===== src/rtl/modexp_pkg.sv =====
package modexp_pkg;

  typedef enum logic {
    OP_SQR = 1'b0,
    OP_MUL = 1'b1
  } mm_op_e;

  typedef enum logic [2:0] {
    S_IDLE     = 3'd0,
    S_SQR_GO   = 3'd1,
    S_SQR_WAIT = 3'd2,
    S_MUL_GO   = 3'd3,
    S_MUL_WAIT = 3'd4,
    S_FIN      = 3'd5
  } seq_state_e;

  // Destination of the per-bit multiply: accumulator (0) for a one bit,
  // dummy (1) for a zero bit.
  function automatic logic mul_target(input logic key_bit);
    return ~key_bit;
  endfunction

  // Commands per run for a t-bit exponent.
  function automatic int cmd_budget(input int t);
    return 2 * t;
  endfunction

endpackage


===== src/rtl/mx_bit_scanner.sv =====
module mx_bit_scanner #(
  parameter int EXP_W = 8
) (
  input  logic             clk,
  input  logic             rst_n,
  input  logic             load,
  input  logic             shift,
  input  logic [EXP_W-1:0] exp_in,
  output logic             cur_bit,
  output logic             last_bit
);
  localparam int CW = $clog2(EXP_W + 1);

  logic [EXP_W-1:0] key_q;
  logic [CW-1:0]    left_q;

  always_ff @(posedge clk or negedge rst_n) begin
    if (!rst_n) begin
      key_q  <= '0;
      left_q <= '0;
    end else if (load) begin
      key_q  <= exp_in;
      left_q <= CW'(EXP_W);
    end else if (shift) begin
      key_q  <= {key_q[EXP_W-2:0], 1'b0};
      left_q <= left_q - 1'b1;
    end
  end

  assign cur_bit  = key_q[EXP_W-1];
  assign last_bit = (left_q == CW'(1));

  // the bit count never wraps through zero while scanning
  p_no_underflow_r3: assert property (@(posedge clk) disable iff (!rst_n)
    shift |-> left_q != '0);

endmodule


===== src/rtl/mx_regfile.sv =====
module mx_regfile #(
  parameter int DATA_W = 16
) (
  input  logic              clk,
  input  logic              rst_n,
  input  logic              init,
  input  logic [DATA_W-1:0] msg_in,
  input  logic              wr_en,
  input  logic              wr_sel,
  input  logic [DATA_W-1:0] wr_data,
  output logic [DATA_W-1:0] acc,
  output logic [DATA_W-1:0] msg
);
  localparam logic [DATA_W-1:0] ONE = DATA_W'(1);

  logic [DATA_W-1:0] msg_q;
  logic [DATA_W-1:0] dummy;

  for (genvar g = 0; g < 2; g++) begin : g_bank
    logic [DATA_W-1:0] q;
    always_ff @(posedge clk or negedge rst_n) begin
      if (!rst_n)                           q <= ONE;
      else if (init)                        q <= ONE;
      else if (wr_en && (wr_sel == 1'(g)))  q <= wr_data;
    end
  end

  always_ff @(posedge clk or negedge rst_n) begin
    if (!rst_n)    msg_q <= '0;
    else if (init) msg_q <= msg_in;
  end

  assign acc   = g_bank[0].q;
  assign dummy = g_bank[1].q;
  assign msg   = msg_q;

  // the accumulator starts every run at one
  p_init_one_r2: assert property (@(posedge clk) disable iff (!rst_n)
    init |=> acc == ONE);
  // the message is only reloaded on an accepted start
  p_msg_held_r9: assert property (@(posedge clk) disable iff (!rst_n)
    !init |=> $stable(msg));
  // the dummy changes only through a dummy-destined write
  p_dummy_isolated_r5: assert property (@(posedge clk) disable iff (!rst_n)
    !(wr_en && wr_sel) && !init |=> $stable(dummy));
  // a dummy-destined write leaves the accumulator alone
  p_acc_untouched_r5: assert property (@(posedge clk) disable iff (!rst_n)
    wr_en && wr_sel && !init |=> $stable(acc));

endmodule


===== src/rtl/mx_seq_fsm.sv =====
module mx_seq_fsm
  import modexp_pkg::*;
(
  input  logic   clk,
  input  logic   rst_n,
  input  logic   start,
  input  logic   mul_done,
  input  logic   cur_bit,
  input  logic   last_bit,
  output logic   load,
  output logic   shift,
  output logic   wr_en,
  output logic   wr_sel,
  output logic   cmd_go,
  output mm_op_e cmd_op,
  output logic   cmd_dst,
  output logic   fin,
  output logic   busy
);
  seq_state_e state_q, state_d;
  mm_op_e     last_op_q;

  always_comb begin
    state_d = state_q;
    unique case (state_q)
      S_IDLE:     if (start)    state_d = S_SQR_GO;
      S_SQR_GO:                 state_d = S_SQR_WAIT;
      S_SQR_WAIT: if (mul_done) state_d = S_MUL_GO;
      S_MUL_GO:                 state_d = S_MUL_WAIT;
      S_MUL_WAIT: if (mul_done) state_d = last_bit ? S_FIN : S_SQR_GO;
      S_FIN:                    state_d = S_IDLE;
      default:                  state_d = S_IDLE;
    endcase
  end

  always_ff @(posedge clk or negedge rst_n) begin
    if (!rst_n) state_q <= S_IDLE;
    else        state_q <= state_d;
  end

  assign load    = (state_q == S_IDLE) && start;
  assign cmd_go  = (state_q == S_SQR_GO) || (state_q == S_MUL_GO);
  assign cmd_op  = (state_q == S_MUL_GO) ? OP_MUL : OP_SQR;
  assign cmd_dst = (state_q == S_MUL_GO) ? mul_target(cur_bit) : 1'b0;
  assign wr_en   = mul_done && ((state_q == S_SQR_WAIT) || (state_q == S_MUL_WAIT));
  assign wr_sel  = (state_q == S_MUL_WAIT) ? mul_target(cur_bit) : 1'b0;
  assign shift   = mul_done && (state_q == S_MUL_WAIT);
  assign fin     = (state_q == S_FIN);
  assign busy    = (state_q != S_IDLE);

  // Checker state: operation of the most recent command
  always_ff @(posedge clk or negedge rst_n) begin
    if (!rst_n)      last_op_q <= OP_MUL;
    else if (cmd_go) last_op_q <= cmd_op;
  end

  // command strobe lasts one cycle
  p_cmd_single_r7: assert property (@(posedge clk) disable iff (!rst_n)
    cmd_go |=> !cmd_go);
  // no command while a result is awaited
  p_wait_quiet_r7: assert property (@(posedge clk) disable iff (!rst_n)
    ((state_q == S_SQR_WAIT) || (state_q == S_MUL_WAIT)) && !mul_done |=> !cmd_go);
  // square and multiply alternate
  p_alternate_r3: assert property (@(posedge clk) disable iff (!rst_n)
    cmd_go |-> cmd_op != last_op_q);
  // start does not disturb a run
  p_start_ignored_r9: assert property (@(posedge clk) disable iff (!rst_n)
    busy && start |-> !load);

endmodule


===== src/rtl/modexp_seq.sv =====
module modexp_seq
  import modexp_pkg::*;
#(
  parameter int EXP_W  = 8,
  parameter int DATA_W = 16
) (
  input  logic              clk,
  input  logic              rst_n,
  input  logic              start,
  input  logic [EXP_W-1:0]  exp_in,
  input  logic [DATA_W-1:0] msg_in,
  output logic              busy,
  output logic              result_valid,
  output logic [DATA_W-1:0] result,
  output logic              mul_start,
  output logic              mul_op,
  output logic              mul_dst,
  output logic [DATA_W-1:0] mul_a,
  output logic [DATA_W-1:0] mul_b,
  input  logic              mul_done,
  input  logic [DATA_W-1:0] mul_res
);
  localparam int CMDW = $clog2(cmd_budget(EXP_W) + 1);

  logic              load, shift, wr_en, wr_sel, fin;
  logic              cur_bit, last_bit;
  logic              cmd_go, cmd_dst;
  mm_op_e            cmd_op;
  logic [DATA_W-1:0] acc, msg;
  logic [DATA_W-1:0] res_q;
  logic              valid_q;

  mx_seq_fsm u_fsm (
    .clk(clk), .rst_n(rst_n), .start(start), .mul_done(mul_done),
    .cur_bit(cur_bit), .last_bit(last_bit), .load(load), .shift(shift),
    .wr_en(wr_en), .wr_sel(wr_sel), .cmd_go(cmd_go), .cmd_op(cmd_op),
    .cmd_dst(cmd_dst), .fin(fin), .busy(busy)
  );

  mx_bit_scanner #(.EXP_W(EXP_W)) u_scan (
    .clk(clk), .rst_n(rst_n), .load(load), .shift(shift),
    .exp_in(exp_in), .cur_bit(cur_bit), .last_bit(last_bit)
  );

  mx_regfile #(.DATA_W(DATA_W)) u_regs (
    .clk(clk), .rst_n(rst_n), .init(load), .msg_in(msg_in),
    .wr_en(wr_en), .wr_sel(wr_sel), .wr_data(mul_res),
    .acc(acc), .msg(msg)
  );

  assign mul_start = cmd_go;
  assign mul_op    = cmd_op;
  assign mul_dst   = cmd_dst;
  assign mul_a     = acc;
  assign mul_b     = (cmd_op == OP_MUL) ? msg : acc;

  always_ff @(posedge clk or negedge rst_n) begin
    if (!rst_n) begin
      res_q   <= '0;
      valid_q <= 1'b0;
    end else begin
      valid_q <= fin;
      if (fin) res_q <= acc;
    end
  end

  assign result       = res_q;
  assign result_valid = valid_q;

  // Checker: commands issued in the current run
  logic [CMDW-1:0] cmd_cnt_q;
  always_ff @(posedge clk or negedge rst_n) begin
    if (!rst_n)      cmd_cnt_q <= '0;
    else if (load)   cmd_cnt_q <= '0;
    else if (cmd_go) cmd_cnt_q <= cmd_cnt_q + 1'b1;
  end

  // fixed command count per run
  p_cmd_count_r6: assert property (@(posedge clk) disable iff (!rst_n)
    result_valid |-> cmd_cnt_q == CMDW'(cmd_budget(EXP_W)));
  // valid is a single-cycle pulse
  p_valid_pulse_r8: assert property (@(posedge clk) disable iff (!rst_n)
    result_valid |=> !result_valid);
  // busy has dropped when the result is announced
  p_busy_ends_r10: assert property (@(posedge clk) disable iff (!rst_n)
    result_valid |-> !busy);
  // a square reads the accumulator on both operands
  p_sqr_operands_r4: assert property (@(posedge clk) disable iff (!rst_n)
    mul_start && !mul_op |-> (mul_a == mul_b) && !mul_dst);
  // quiet outputs right after reset
  p_reset_quiet_r1: assert property (@(posedge clk) disable iff (!rst_n)
    $rose(rst_n) |-> !busy && !result_valid && !mul_start);

endmodule


===== config.mk =====
export PLATFORM = sky130hd
export DESIGN_NAME = modexp_seq
export DESIGN_NICKNAME = d
export VERILOG_FILES = /design/src/rtl/modexp_pkg.sv /design/src/rtl/mx_bit_scanner.sv /design/src/rtl/mx_regfile.sv /design/src/rtl/mx_seq_fsm.sv /design/src/rtl/modexp_seq.sv
export SDC_FILE = /design/constraint.sdc
export NUM_CORES = 1
export LEC_CHECK = 0
export ABC_AREA = 1
export BUFFER_PORTS_ARGS = -buffer_cell sky130_fd_sc_hd__buf_2
export CORE_MARGIN = 2
export CORE_UTILIZATION = 46
export CTS_CLUSTER_DIAMETER = 40
export CTS_CLUSTER_SIZE = 30
export DETAILED_ROUTE_END_ITERATION = 8
export GPL_TIMING_DRIVEN = 0
export MAX_ROUTING_LAYER = met4
export PLACE_DENSITY_LB_ADDON = 0.15
export SYNTH_ARGS = -nofsm -noshare
export SYNTH_HDL_FRONTEND = slang
export SYNTH_SLANG_ARGS = --single-unit

===== constraint.sdc =====
create_clock -name clk -period 1.2 [get_ports clk]
set_input_delay 0 -clock clk [delete_from_list [all_inputs] [get_ports clk]]
set_output_delay 0 -clock clk [all_outputs]
set_load 0.02 [all_outputs]

==> qor.yml <==
worst_setup_path:
  start_kind: "flip-flop"
  ff2ff_setup_slack_ns: -0.36
  rr_worst_depth: 8
  crit_fanout: 7
  required_ns: 1.20
  path_class: "flip-flop to output pin"
  arrival_ns: 1.59
  r2r_start: "u_fsm.state_q[0]"
  regToRegEndpoint: "u_regs.msg[1]"
  cp-startpoint: "u_fsm.state_q[0]"
  crit_end: "mul_b[12]"
  cp-end-kind: "output pin"
layout:
  stdcell_area_um2: 5650
  layout.cells.non_filler: 634
  layout_commonest_cell: "nand2_1"
  syn2layout_area_growth_pct: 89.3
  fillCellCount: 241
  final_nets: 598
  antennaDiodeCount: 0
  post-route-util: 0.894
  drive_gt1_frac: 0.533
  layout_common_cells: "nand2_1, buf_2, dfrtp_1, nand2_2, dlygate4sd3_1"
synth:
  syn_inst: 361
  synth.distinct_cells: 28
  synth_nets: 407
  seq_area_frac_synth: 0.538
  ys_ff_latch: 64
  netlist_area_um2: 2980
  yosys_warnings: 0
  syn_avg_cell_area_um2: 8.26
floorplanning:
  dieArea_um2: 7140
  die_h_um: 84.5
  initial_core_util: 0.472
  die_x_um: 84.5
  design.core.area_um2: 6310
  num_rows: 29
  pin_count: 97
grt:
  grt_pass1_vias: 3286
  grt_max_degree: 65
  grt_pass1_wl_um: 16500
  grt_usage: 0.309
  antenna_found_initial: 0
  grt_overflow: 0
routing:
  vias_per_cell: 5.98
  drt_iter0_markers: 419
  drc: 0
  routedWlPerCell_um: 22.8
  antenna_left: 0
  wl_um: 14400
  dr.pass1.iters: 5
  vias: 3791
timing:
  hold_viol_final: 0
  fin_ws_ns: -0.393
  finalClockSkew_ns: 0.00773
  period_share: 1.33
  rsz0062_at_grt: "true"
  worstMarginPinSlew_ns: 0.852
  slew_headroom: 0.432
  timing.hold.ws_ns: 0.0900
  maxSlewViolCount: 0
  fmax_mhz: 628
  finalSetupViolCount: 83
  fin_tns_setup_ns: -21.99
  layout_min_cycle_time_ns: 1.59
power_and_ir_drop:
  irDropWorstVdd_uv: 1970
  p_leak_nw: 2.89
  power_density_nw_per_um2: 2880
status:
  outcome: "finished, violations left"
  violations: "negative setup slack"
cts:
  clockBufferDepth: 2
  cts_buffers: 9
  cts.sinks: 64
  clk_pin_slew_ns: 0.08
  cts_tree: "yes"
  cts_root_buffer: "clkbuf_8"
  clock_latency_ns: 0.36
  htree_levels: 3
placed_design:
  placed_cell_area_um2: 3620
  place.gp.congestion: 0.834
  dp.final_hpwl_um: 5480
  numPlacedInstances: 534
  port_buffers: 96
min_path:
  hp-start: "start"
  hold_class: "input pin to flip-flop"
job:
  cap_violations: 0
==> routing by layer <==
| layer | routed length [µm] | global-route usage | vias to the layer above | share of wire |
|---|---|---|---|---|
| met5 | 0 | - | - | 0 |
| met3 | 1200 | 0.0639 | 93 | 0.083 |
| li1 | - | - | 1543 | - |
| met2 | 7300 | 0.515 | 330 | 0.51 |
| met4 | 915 | 0.134 | 0 | 0.063 |
| met1 | 5030 | 0.361 | 1825 | 0.35 |
==> worst min-delay path by stage <==
stage,to,cells after the start
finish,u_fsm.state_q[2],4
global route,u_fsm.state_q[2],4
CTS,u_fsm.state_q[2],4
detailed placement,u_regs.msg[7],1
global placement,u_regs.msg[11],3
floorplan,result[0],0
==> sequential cells by signal, indices dropped and copies added, names as in the netlist <==
name           cells
u_fsm.state_q      3
result_valid       1
u_regs.msg        16
u_scan.left_q      4
u_scan.key_q       8
result            16
u_regs.acc        16
==> final cells by class <==
type | count | area [µm²] | share of cell area
buffer | 18 | 238 | 0.0421
timing repair buffer | 180 | 1580 | 0.279
inverter | 38 | 195 | 0.0346
clock inverter | 7 | 120 | 0.0213
sequential | 64 | 1610 | 0.284
multi-input combinational | 241 | 1690 | 0.299
clock buffer | 9 | 124 | 0.0219
tap | 77 | 96.3 | 0.0171
==> synthesized netlist by cell type <==
| cell type | n | area share |
|---|---|---|
| nand3_2 | 2 | 0.0067 |
| nor2_4 | 2 | 0.0076 |
| nand3_4 | 1 | 0.0059 |
| dfrtp_1 | 63 | 0.53 |
| o21ai_0 | 33 | 0.055 |
| o22ai_1 | 1 | 0.0021 |
| dfstp_2 | 1 | 0.0088 |
| nand2_2 | 1 | 0.0021 |
| buf_4 | 4 | 0.010 |
| nor2_8 | 1 | 0.0067 |
| o21ai_1 | 2 | 0.0034 |
| xor2_1 | 1 | 0.0029 |
| or2_2 | 1 | 0.0021 |
| nand3b_1 | 1 | 0.0025 |
| nand4_1 | 18 | 0.038 |
| nand2_1 | 142 | 0.18 |
| nand3_1 | 26 | 0.044 |
| clkbuf_1 | 4 | 0.0050 |
| buf_2 | 9 | 0.015 |
| nor2_1 | 3 | 0.0038 |
| nor3_1 | 1 | 0.0017 |
| nor2_2 | 1 | 0.0021 |
| mux2i_1 | 1 | 0.0034 |
| ha_1 | 2 | 0.0084 |
| buf_6 | 1 | 0.0038 |
| inv_2 | 6 | 0.0076 |
| nand2_4 | 1 | 0.0038 |
| inv_1 | 32 | 0.040 |
==> stage by stage <==
stage               power (mW)  setup slack, ns
global route              16.7           -0.405
finish                    16.3           -0.393
detailed placement        8.75           -0.273
floorplan                 7.14           -0.132
CTS                       13.7           -0.292
global placement          8.64           -0.290
==> power breakdown <==
part / switching, mW / internal (mW)
Clock: 1.01 / 1.38
Sequential: 0.918 / 3.04
Combinational: 5.56 / 4.36
Total: 7.48 / 8.78
==> critical path: stages, from the launching register on <==
cell and delay, ns:
dfrtp_2 0.41, nand2_2 0.08, inv_4 0.09, nand2_8 0.07, inv_12 0.10, buf_8 0.15
nand2_2 0.09, o21ai_4 0.09, buf_6 0.14
==> cell families (layout without fill, tap and decap cells) <==
logic type	Yosys count	count (layout)	share of synthesized area
buffers and inverters	56	252	0.0818
AOI/OAI and AO/OA	36	36	0.0608
xor gates and xnor gates	1	1	0.00294
DFF	64	64	0.538
and+or+nand+nor	201	201	0.305
muxes	1	1	0.00336
adders and majority gates	2	2	0.00839
==> repair_timing <==
item	CTS	global route
hold buffers	41	0
setup buffers	27	6
cloned	7	5
pin swaps	12	24
gates resized for setup	139	141
hold endpoints to repair	103	0
setup endpoints to repair	80	83
No activity file was read; power rests on OpenSTA's default activity.
